--- src/rtl/pwm_bank_pkg.sv ---
package pwm_bank_pkg;
   localparam int unsigned WIN_SHIFT = 5;

   typedef enum logic [2:0] {
      RS_CTRL = 3'd0,
      RS_DIV  = 3'd1,
      RS_LO   = 3'd2,
      RS_HI   = 3'd3,
      RS_PER  = 3'd4,
      RS_INT  = 3'd5
   } regsel_e;

   typedef enum logic [1:0] {
      SRC_XTAL = 2'd0,
      SRC_BUS  = 2'd1,
      SRC_SLOW = 2'd2,
      SRC_NONE = 2'd3
   } clksrc_e;

   localparam int unsigned B_INV   = 2;
   localparam int unsigned B_GRACE = 3;
   localparam int unsigned B_FVAL  = 4;
   localparam int unsigned B_FEN   = 5;
   localparam int unsigned B_REQ   = 6;
   localparam int unsigned B_INTEN = 16;
endpackage

--- src/rtl/pwm_prescale.sv ---
module pwm_prescale #(
   parameter int unsigned CW = 16,
   parameter bit          HAS_DIV = 1'b1
) (
   input  logic          clk,
   input  logic          rst_n,
   input  logic          en,
   input  logic          src_tick,
   input  logic [CW-1:0] div,
   output logic          tick
);
   generate
      if (HAS_DIV) begin : g_div
         logic [CW-1:0] pre;
         always_ff @(posedge clk or negedge rst_n) begin
            if (!rst_n)            pre <= '0;
            else if (!en)          pre <= '0;
            else if (src_tick)     pre <= (pre >= div) ? '0 : pre + 1'b1;
         end
         assign tick = en && src_tick && (pre >= div);
      end else begin : g_nodiv
         logic unused_div;
         assign unused_div = ^{div, clk, rst_n};
         assign tick = en && src_tick;
      end
   endgenerate
endmodule

--- src/rtl/pwm_chan.sv ---
module pwm_chan
   import pwm_bank_pkg::*;
#(
   parameter int unsigned CW = 16,
   parameter bit          HAS_DIV = 1'b1,
   localparam int unsigned DW = CW + 1
) (
   input  logic          clk,
   input  logic          rst_n,
   input  logic          we,
   input  logic [2:0]    rsel,
   input  logic [DW-1:0] wdata,
   input  logic [2:0]    src_vec,
   output logic [31:0]   rdata,
   output logic          out,
   output logic          period_hit,
   output logic          st_stopped,
   output logic          st_req,
   output logic          st_grace,
   output logic          st_inv,
   output logic          st_fen,
   output logic          st_fval
);
   logic [1:0]    src_sel;
   logic          inv, grace, fval, fen, req;
   logic [CW-1:0] div_r, lo_r, hi_r, per_r, nint_r;
   logic          int_en;
   logic          stopped;
   logic [CW-1:0] cnt, wraps;
   logic          src_tick, tick, wrap, stop_now, nth;
   logic          unused_w;

   assign unused_w = wdata[7];

   always_ff @(posedge clk or negedge rst_n) begin
      if (!rst_n) begin
         src_sel <= '0; inv <= 1'b0; grace <= 1'b0; fval <= 1'b0;
         fen <= 1'b0; req <= 1'b1;
         div_r <= '0; lo_r <= '0; hi_r <= '0; per_r <= '0;
         nint_r <= '0; int_en <= 1'b0;
      end else if (we) begin
         case (regsel_e'(rsel))
            RS_CTRL: begin
               src_sel <= wdata[1:0];
               inv     <= wdata[B_INV];
               grace   <= wdata[B_GRACE];
               fval    <= wdata[B_FVAL];
               fen     <= wdata[B_FEN];
               req     <= wdata[B_REQ];
            end
            RS_DIV:  div_r <= wdata[CW-1:0];
            RS_LO:   lo_r  <= wdata[CW-1:0];
            RS_HI:   hi_r  <= wdata[CW-1:0];
            RS_PER:  per_r <= wdata[CW-1:0];
            RS_INT: begin
               nint_r <= wdata[CW-1:0];
               int_en <= wdata[B_INTEN];
            end
            default: ;
         endcase
      end
   end

   always_comb begin
      case (clksrc_e'(src_sel))
         SRC_XTAL: src_tick = src_vec[0];
         SRC_BUS:  src_tick = src_vec[1];
         SRC_SLOW: src_tick = src_vec[2];
         default:  src_tick = 1'b0;
      endcase
   end

   pwm_prescale #(.CW(CW), .HAS_DIV(HAS_DIV)) i_pre (
      .clk(clk), .rst_n(rst_n), .en(!stopped), .src_tick(src_tick),
      .div(div_r), .tick(tick)
   );

   assign wrap     = ({1'b0, cnt} + 1'b1) >= {1'b0, per_r};
   assign stop_now = req && !stopped && (!grace || (tick && wrap));
   assign nth      = (nint_r != '0) && (({1'b0, wraps} + 1'b1) == {1'b0, nint_r});

   always_ff @(posedge clk or negedge rst_n) begin
      if (!rst_n) begin
         stopped <= 1'b1;
         cnt     <= '0;
         wraps   <= '0;
      end else begin
         if (stopped && !req)  stopped <= 1'b0;
         else if (stop_now)    stopped <= 1'b1;

         if (stopped || stop_now) begin
            cnt   <= '0;
            wraps <= '0;
         end else if (tick) begin
            cnt <= wrap ? '0 : cnt + 1'b1;
            if (wrap) wraps <= nth ? '0 : wraps + 1'b1;
         end
      end
   end

   assign period_hit = int_en && !stopped && !stop_now && tick && wrap && nth;

   logic active;
   assign active = !stopped && (cnt >= lo_r) && (cnt < hi_r);
   assign out    = fen ? fval : (active ^ inv);

   always_comb begin
      case (regsel_e'(rsel))
         RS_CTRL: rdata = {24'd0, stopped, req, fen, fval, grace, inv, src_sel};
         RS_DIV:  rdata = 32'(div_r);
         RS_LO:   rdata = 32'(lo_r);
         RS_HI:   rdata = 32'(hi_r);
         RS_PER:  rdata = 32'(per_r);
         RS_INT:  rdata = 32'(nint_r) | (32'(int_en) << B_INTEN);
         default: rdata = 32'd0;
      endcase
   end

   assign st_stopped = stopped;
   assign st_req     = req;
   assign st_grace   = grace;
   assign st_inv     = inv;
   assign st_fen     = fen;
   assign st_fval    = fval;
endmodule

--- src/rtl/pwm_irqstat.sv ---
module pwm_irqstat #(
   parameter int unsigned NCH = 5
) (
   input  logic           clk,
   input  logic           rst_n,
   input  logic [NCH-1:0] set,
   input  logic           clr_we,
   input  logic [NCH-1:0] clr_mask,
   output logic [NCH-1:0] status,
   output logic           irq
);
   always_ff @(posedge clk or negedge rst_n) begin
      if (!rst_n) status <= '0;
      else        status <= (status & ~(clr_we ? clr_mask : '0)) | set;
   end
   assign irq = |status;
endmodule

--- src/rtl/pwm_bank.sv ---
module pwm_bank
   import pwm_bank_pkg::*;
#(
   parameter int unsigned NCH = 5,
   parameter int unsigned CW  = 16,
   parameter int unsigned AW  = 8,
   parameter bit          HAS_DIV = 1'b1
) (
   input  logic           clk,
   input  logic           rst_n,
   input  logic           tick_xtal,
   input  logic           tick_bus,
   input  logic           tick_slow,
   input  logic           reg_we,
   input  logic [AW-1:0]  reg_addr,
   input  logic [31:0]    reg_wdata,
   output logic [31:0]    reg_rdata,
   output logic [NCH-1:0] pwm_out,
   output logic           irq
);
   localparam int unsigned IW = AW - WIN_SHIFT;
   localparam int unsigned DW = CW + 1;

   generate
      if (NCH < 1 || NCH > 8)      begin : g_bad_nch $error("NCH must be 1..8"); end
      if (CW < 2 || CW > 16)       begin : g_bad_cw  $error("CW must be 2..16"); end
      if (AW <= WIN_SHIFT || NCH >= (1 << (AW - WIN_SHIFT)))
                                   begin : g_bad_aw  $error("AW too small for NCH windows"); end
   endgenerate

   logic [IW-1:0]  win;
   logic [2:0]     rsel;
   logic [31:0]    ch_rd [NCH];
   logic [NCH-1:0] hit_v, stp_v, req_v, grc_v, inv_v, fen_v, fvl_v;
   logic [NCH-1:0] status;
   logic           clr_we;
   logic           unused_hi;

   assign win       = reg_addr[AW-1:WIN_SHIFT];
   assign rsel      = reg_addr[4:2];
   assign unused_hi = ^{reg_wdata[31:DW], reg_addr[1:0]};
   assign clr_we    = reg_we && (win == IW'(NCH)) && (rsel == 3'd0);

   genvar g;
   generate
      for (g = 0; g < NCH; g++) begin : g_ch
         pwm_chan #(.CW(CW), .HAS_DIV(HAS_DIV)) i_chan (
            .clk(clk), .rst_n(rst_n),
            .we(reg_we && (win == IW'(g))),
            .rsel(rsel), .wdata(reg_wdata[DW-1:0]),
            .src_vec({tick_slow, tick_bus, tick_xtal}),
            .rdata(ch_rd[g]), .out(pwm_out[g]), .period_hit(hit_v[g]),
            .st_stopped(stp_v[g]), .st_req(req_v[g]), .st_grace(grc_v[g]),
            .st_inv(inv_v[g]), .st_fen(fen_v[g]), .st_fval(fvl_v[g])
         );
      end
   endgenerate

   pwm_irqstat #(.NCH(NCH)) i_irq (
      .clk(clk), .rst_n(rst_n), .set(hit_v), .clr_we(clr_we),
      .clr_mask(reg_wdata[8 +: NCH]), .status(status), .irq(irq)
   );

   always_comb begin
      reg_rdata = 32'd0;
      for (int i = 0; i < NCH; i++)
         if (win == IW'(i)) reg_rdata = ch_rd[i];
      if (win == IW'(NCH) && rsel == 3'd0) reg_rdata = 32'(status);
   end
endmodule

--- config.mk ---
export PLATFORM = sky130hd
export DESIGN_NAME = pwm_bank
export DESIGN_NICKNAME = d
export VERILOG_FILES = /design/src/rtl/pwm_bank_pkg.sv /design/src/rtl/pwm_prescale.sv /design/src/rtl/pwm_chan.sv /design/src/rtl/pwm_irqstat.sv /design/src/rtl/pwm_bank.sv
export SDC_FILE = /design/constraint.sdc
export NUM_CORES = 2
export LEC_CHECK = 0
export BUFFER_PORTS_ARGS = -buffer_cell sky130_fd_sc_hd__buf_2
export CAP_MARGIN = 20
export CORE_UTILIZATION = 60
export DETAILED_ROUTE_END_ITERATION = 8
export PLACE_DENSITY = 0.77
export SETUP_SLACK_MARGIN = 0.5
export SLEW_MARGIN = 20
export SYNTH_ARGS = -nofsm -noshare
export SYNTH_HDL_FRONTEND = slang
export SYNTH_SLANG_ARGS = --single-unit
export TNS_END_PERCENT = 5
--- constraint.sdc ---
create_clock -name clk -period 6.05 [get_ports clk]
set_input_delay 0.3025 -clock clk [delete_from_list [all_inputs] [get_ports clk]]
set_output_delay 0.3025 -clock clk [all_outputs]
set_load 0.02 [all_outputs]
# [Yosys cells after proc, flatten, opt, wreduce, memory -nomap -nowiden]
# Cells that the tools add are included.
[op_classes] n_addsub=25 n_bitwise=13 order_cmp=20 eq_ne=25 n_reduce_logical=176 mux=82
[ops] operator="$pmux W32 S6" count=5
[ops] operator="$mux W16" count=50
[ops] operator="$add A16 B1 Y16 const B" count=15
[ops] operator="$mux W32" count=6
[ops] operator="$add A16 B1 Y17 const B" count=10
[ops] operator="$ge A16 B16 Y1" count=10
[ops] operator="$eq A17 B16 Y1" count=5
[ops] operator="$ge A17 B16 Y1" count=5
[ops] operator="$or A16 B17 Y17" count=5
[ops] operator="$lt A16 B16 Y1" count=5
[ops] operator="$reduce_bool A16 Y1" count=5
[ops] operator="$logic_and A1 B1 Y1" count=78
[ops] operator="$reduce_and A2 Y1" count=35
[ops] operator="$reduce_bool A2 Y1" count=20
[ops] operator="$logic_not A1 Y1" count=20
[ops] operator="$mux W1" count=15
[ops] operator="$pmux W1 S3" count=5
[ops] operator="$eq A3 B2 Y1 const B" count=4
[ops] operator="$eq A3 B3 Y1 const B" count=4
[ops] operator="$eq A2 B1 Y1 const B" count=5
[ops] operator="$eq A2 B2 Y1 const B" count=5
[ops] operator="$logic_not A2 Y1" count=5
[ops] operator="$logic_or A1 B1 Y1" count=10
[ops] operator="$eq A3 B1 Y1 const B" count=2
[ops] operator="other kinds (7)" count=12
[totals] ff_bits=690 output_inout_bits=38 inputBits=46 word_cells=422

# [Logic depth before layout (Yosys ltp)]
[depth] ltp_word=13 mapped_depth=18 depth_no_buf=16

# [Modules after synthesis]
# Synthesis repeated with hierarchy kept, for this count alone.
[unflattened] cells_unflattened=5112 area_unflattened_um2=47235.3
[by_module_without_submodules] mod="pwm_chan (g_ch[0].i_chan ...)" cells_each=824 seq_area_each_um2=3030.4 instances=4 area_per_inst_um2=7776.2
[by_module_without_submodules] mod="pwm_chan (g_ch[2].i_chan)" cells_each=827 seq_area_each_um2=3030.4 instances=1 area_per_inst_um2=7712.4
[by_module_without_submodules] mod="pwm_prescale (g_ch[0].i_chan.i_pre ...)" cells_each=162 seq_area_each_um2=400.4 instances=4 area_per_inst_um2=1377.6
[by_module_without_submodules] mod="pwm_bank" cells_each=177 seq_area_each_um2=0.0 instances=1 area_per_inst_um2=1410.1
[by_module_without_submodules] mod="pwm_prescale (g_ch[4].i_chan.i_pre)" cells_each=146 seq_area_each_um2=400.4 instances=1 area_per_inst_um2=1303.8
[by_module_without_submodules] mod="pwm_irqstat" cells_each=18 seq_area_each_um2=125.1 instances=1 area_per_inst_um2=193.9

# [Worst setup path before layout]
# Ideal clock, no wire load.
[synth_path] path_kind="register to register" start="register g_ch[3].i_chan.cnt[1]" end="register g_ch[3].i_chan.wraps[14]" arrival_time_ns=4.117 required_time_ns=5.972 period_less_slack_ns=4.195 setup_ns=0.078 setup_slack_ns=1.855 path_buffers=3 path_stages_with_launch=19 path_cell_list="dfrtp_1 ha_1 and3_1 and3_1 and3_1 clkbuf_1 nand4_1 xnor2_1 ha_1 nand3_1 or3_1 or4_1 o211a_1 nand3_1 and2_1 clkbuf_1 clkbuf_1 nand4_1 a21oi_1"
[synth_between] elab_chain_len=8 elab_cells_between_ends=10 cone_classes="add/sub (1); order compare (1); mux (1); reduce/logical (7)"
[synth_rtl] element="start: declaration" line="pwm_chan.sv:29" text="logic [CW-1:0] cnt, wraps;"
[synth_rtl] element="start signal: assignment" line="pwm_chan.sv:95" text="cnt <= wrap ? '0 : cnt + 1'b1;"
[synth_rtl] element="$add A16 B1 Y17 (*)" line="pwm_chan.sv:78" text="assign wrap = ({1'b0, cnt} + 1'b1) >= {1'b0, per_r};"
[synth_rtl] element="$ge A17 B16 Y1 (*)" line="pwm_chan.sv:78"
[synth_rtl] element="$logic_and A1 B1 Y1" line="pwm_chan.sv:79" text="assign stop_now = req && !stopped && (!grace || (tick && wrap));"
[synth_rtl] element="$logic_or A1 B1 Y1" line="pwm_chan.sv:79"
[synth_rtl] element="$logic_and A1 B1 Y1" line="pwm_chan.sv:79"
[synth_rtl] element="$logic_or A1 B1 Y1" line="pwm_chan.sv:91" text="if (stopped || stop_now) begin"
[synth_rtl] element="$reduce_bool A2 Y1 (no source line)"
[synth_rtl] element="$reduce_and A2 Y1 (no source line)"
[synth_rtl] element="end signal: assignment" line="pwm_chan.sv:96" text="if (wrap) wraps <= nth ? '0 : wraps + 1'b1;"
[synth_rtl] element="end: declaration" line="pwm_chan.sv:29"
# Every way passes the cells marked *; elsewhere a longest branch is shown, timed or not.
# A chain may end at the register's enable or synchronous reset.

# [Worst setup path in the final report]
[layout_path] start="register g_ch[3].i_chan.cnt[1]" end="register g_ch[3].i_chan.wraps[13]"
# The elaborated chain is that of the path after synthesis.

==> impl_metrics.json <==
{
  "clock_sinks": 690,
  "synth_compound_area_share_pct": 15.3,
  "synth_fa_ha_area_share_pct": 9.19,
  "dpl_cell_area_sq_um": 45700,
  "drtAntennaViolNets": 0,
  "core_area_sq_um": 73500,
  "clock_path_buffers": 3,
  "finalSetupViolCount": 0,
  "syn_area_sq_um": 44900,
  "drt_wl_total_um": 136000,
  "utilization_pct": 65.9,
  "clock-skew-final_ps": 34.0,
  "min_from": "reg_wdata[16]",
  "rsz0062_at_grt": "no",
  "status": "completed",
  "ys.flop_type": "dfrtp_1",
  "ios": 84,
  "hold_viol": 0,
  "synth.avg_cell_area_sq_um": 9.29,
  "fin_nets": 5109,
  "numCtsBuffers": 78,
  "drive_gt1_share_pct": 14.0,
  "synth_top_family_by_area": "simple AND/OR/NAND/NOR gates",
  "period_needed_ps": 4980,
  "cp_max_fo": 17,
  "cts_root_buf": "clkbuf_16",
  "drt-initial-drc-count": 3975,
  "timing.final.max_slew_violations": 0,
  "fin_setup_tns_ps": 0,
  "h-tree-depth": 3,
  "synthCells": 4836,
  "post_cts_buffers": 0,
  "regToRegStartpoint": "g_ch[3].i_chan.cnt[1]",
  "cts_hold_buf": 1,
  "path_class": "register to register",
  "peakVddDrop_mv": 0.226,
  "async_flop_share_pct": 100,
  "cts_resized": 0,
  "max-slew-margin-rel_pct": 22.0,
  "place.port_buffers": 51,
  "grt_pass1_wl_um": 209000,
  "rows": 99,
  "yosys_warnings": 0,
  "final_common_cell": "dfrtp_1",
  "crit_required_ps": 6600,
  "dr_total_vias": 37990,
  "start_util_pct": 61.1,
  "crit_path_end_kind": "register",
  "worstSetupStartpoint": "g_ch[3].i_chan.cnt[1]",
  "grt-ovfl-total": 0,
  "drt_pre_antenna_iters": 6,
  "clk_latency_ps": 650,
  "synth.area.mux_share_pct": 11.6,
  "cp-start-kind": "register",
  "synth-simple-area-share_pct": 15.6,
  "cts_tree": "yes",
  "synth-seq-area-share_pct": 38.5,
  "p_leak_nw": 22.5,
  "path_clk_slew_ps": 60,
  "final_cells": 5757,
  "ys_ff_latch": 690,
  "drc": 0,
  "syn_to_final_growth_pct": 7.83,
  "viasPerCell": 6.60,
  "dp_cells": 5610,
  "synthXorXnorAreaFrac_pct": 3.78,
  "grt_max_degree": 159,
  "die_area_sq_um": 76000,
  "wire_per_inst_um": 23.6,
  "die_y_um": 276,
  "place.gp.congestion": 0.970,
  "antenna_found_initial": 7,
  "max_freq_mhz": 201,
  "first_global_vias": 35752,
  "tightest_slew_ps": 1170,
  "crit_arrival_ps": 5530,
  "die_w_um": 276,
  "grt_use_total_pct": 35.7,
  "min_period_over_period_pct": 82.4,
  "synth_cell_type_count": 86,
  "power_density_nw_per_um2": 293,
  "dpl.hpwl_um": 93300,
  "synth-edff-count": 0,
  "final_cell_area_sq_um": 48400,
  "maxCapViolCount": 0,
  "hp-class": "input port to register",
  "layout_common_cells": "680 x dfrtp_1, 417 x nand2_1, 380 x mux2_2"
}
## registers in the layout, summed over array words and instances (netlist names)
name	cells
g_ch.i_chan.cnt	80
g_ch.i_chan.div_r	80
g_ch.i_chan.hi_r	80
g_ch.i_chan.i_pre.g_div.pre	80
g_ch.i_chan.lo_r	80
g_ch.i_chan.nint_r	80
g_ch.i_chan.per_r	80
g_ch.i_chan.wraps	80
g_ch.i_chan.src_sel	10
g_ch.i_chan.int_en	5
g_ch.i_chan.st_fen	5
g_ch.i_chan.st_fval	5
g_ch.i_chan.st_grace	5
g_ch.i_chan.st_inv	5
g_ch.i_chan.st_req	5
g_ch.i_chan.st_stopped	5
i_irq.status	5
## worst max-delay path, cell delays in order (launching register included)
cell	delay, ps
dfrtp_1	420
ha_1	270
and3_1	250
and3_1	250
and3_1	370
nand4_1	160
xnor2_1	180
ha_1	300
nand3_1	100
or3_1	400
or4_1	530
o211a_1	170
nand3_1	430
and2_1	660
nand4b_1	180
a21oi_1	200
## final timing paths
| path | endpoint | slack (ps) | cells after the start |
|---|---|---|---|
| setup / recovery | g_ch[3].i_chan.wraps[13] | 1070 | 15 |
| hold / removal | g_ch[3].i_chan.int_en | 70 | 3 |
| setup reg to reg | g_ch[3].i_chan.wraps[13] | 1070 | 15 |
| max in group asynchronous | g_ch[4].i_chan.per_r[14] | 4210 | 3 |
| min in group asynchronous | g_ch[0].i_chan.wraps[7] | 280 | 2 |
| hold reg to reg | g_ch[2].i_chan.st_stopped | 490 | 1 |
## per-stage QoR
step | hold slack, ps | worst slack (ps) | power [mW]
finish | 73.4 | 1070 | 14.2
global route | 107 | 791 | 14.8
CTS | 41.1 | 1160 | 14.1
detailed placement | 417 | 1190 | 9.08
global placement | 425 | 1280 | 8.95
floorplan | 6.91 | 1860 | 8.03
## Yosys cell counts, types with 79 or more instances
master      n  area, sq um
xor2_1     79          692
nand4_1    86          538
nand2_1   417         1570
xnor2_1   115         1010
mux2_2    380         4280
a21oi_1   253         1270
a22oi_1    96          721
dfrtp_1   680        17000
inv_1     379         1420
nor2_1    228          856
nand3_1   188          941
clkbuf_1  222          833
mux2i_1    82          821
and3_1     90          563
o21ai_0   316         1580
ha_1      330         4130
## power by group
part / switching [mW] / internal [mW]
registers: 0.748 / 5.19
logic: 1.86 / 1.31
clock network: 2.03 / 3.04
## cell families after synthesis
kind of cell / count (synthesis)
other: 1
buffers and inverters: 678
and+or+nand+nor: 1379
AOI/OAI and AO/OA: 1097
DFF: 690
xor gates and xnor gates: 194
adders and majority gates: 330
muxes: 467
## cell type report
type | instances | area (sq um)
Antenna cell | 2 | 5.00
Clock buffer | 112 | 2340
Clock inverter | 31 | 383
Fill cell | 5876 | 25000
Inverter | 380 | 1430
Multi-Input combinational cell | 3482 | 25100
Sequential cell | 690 | 17300
Tap cell | 959 | 1200
Timing Repair Buffer | 101 | 702
## metal layers
metal / routed length (um) / GRT usage [%]
met5: 59 / 0
met4: 7040 / 16.4
met2: 58600 / 53.2
met1: 55700 / 49.5
met3: 14300 / 8.06
No activity file was read; power rests on OpenSTA's default activity.
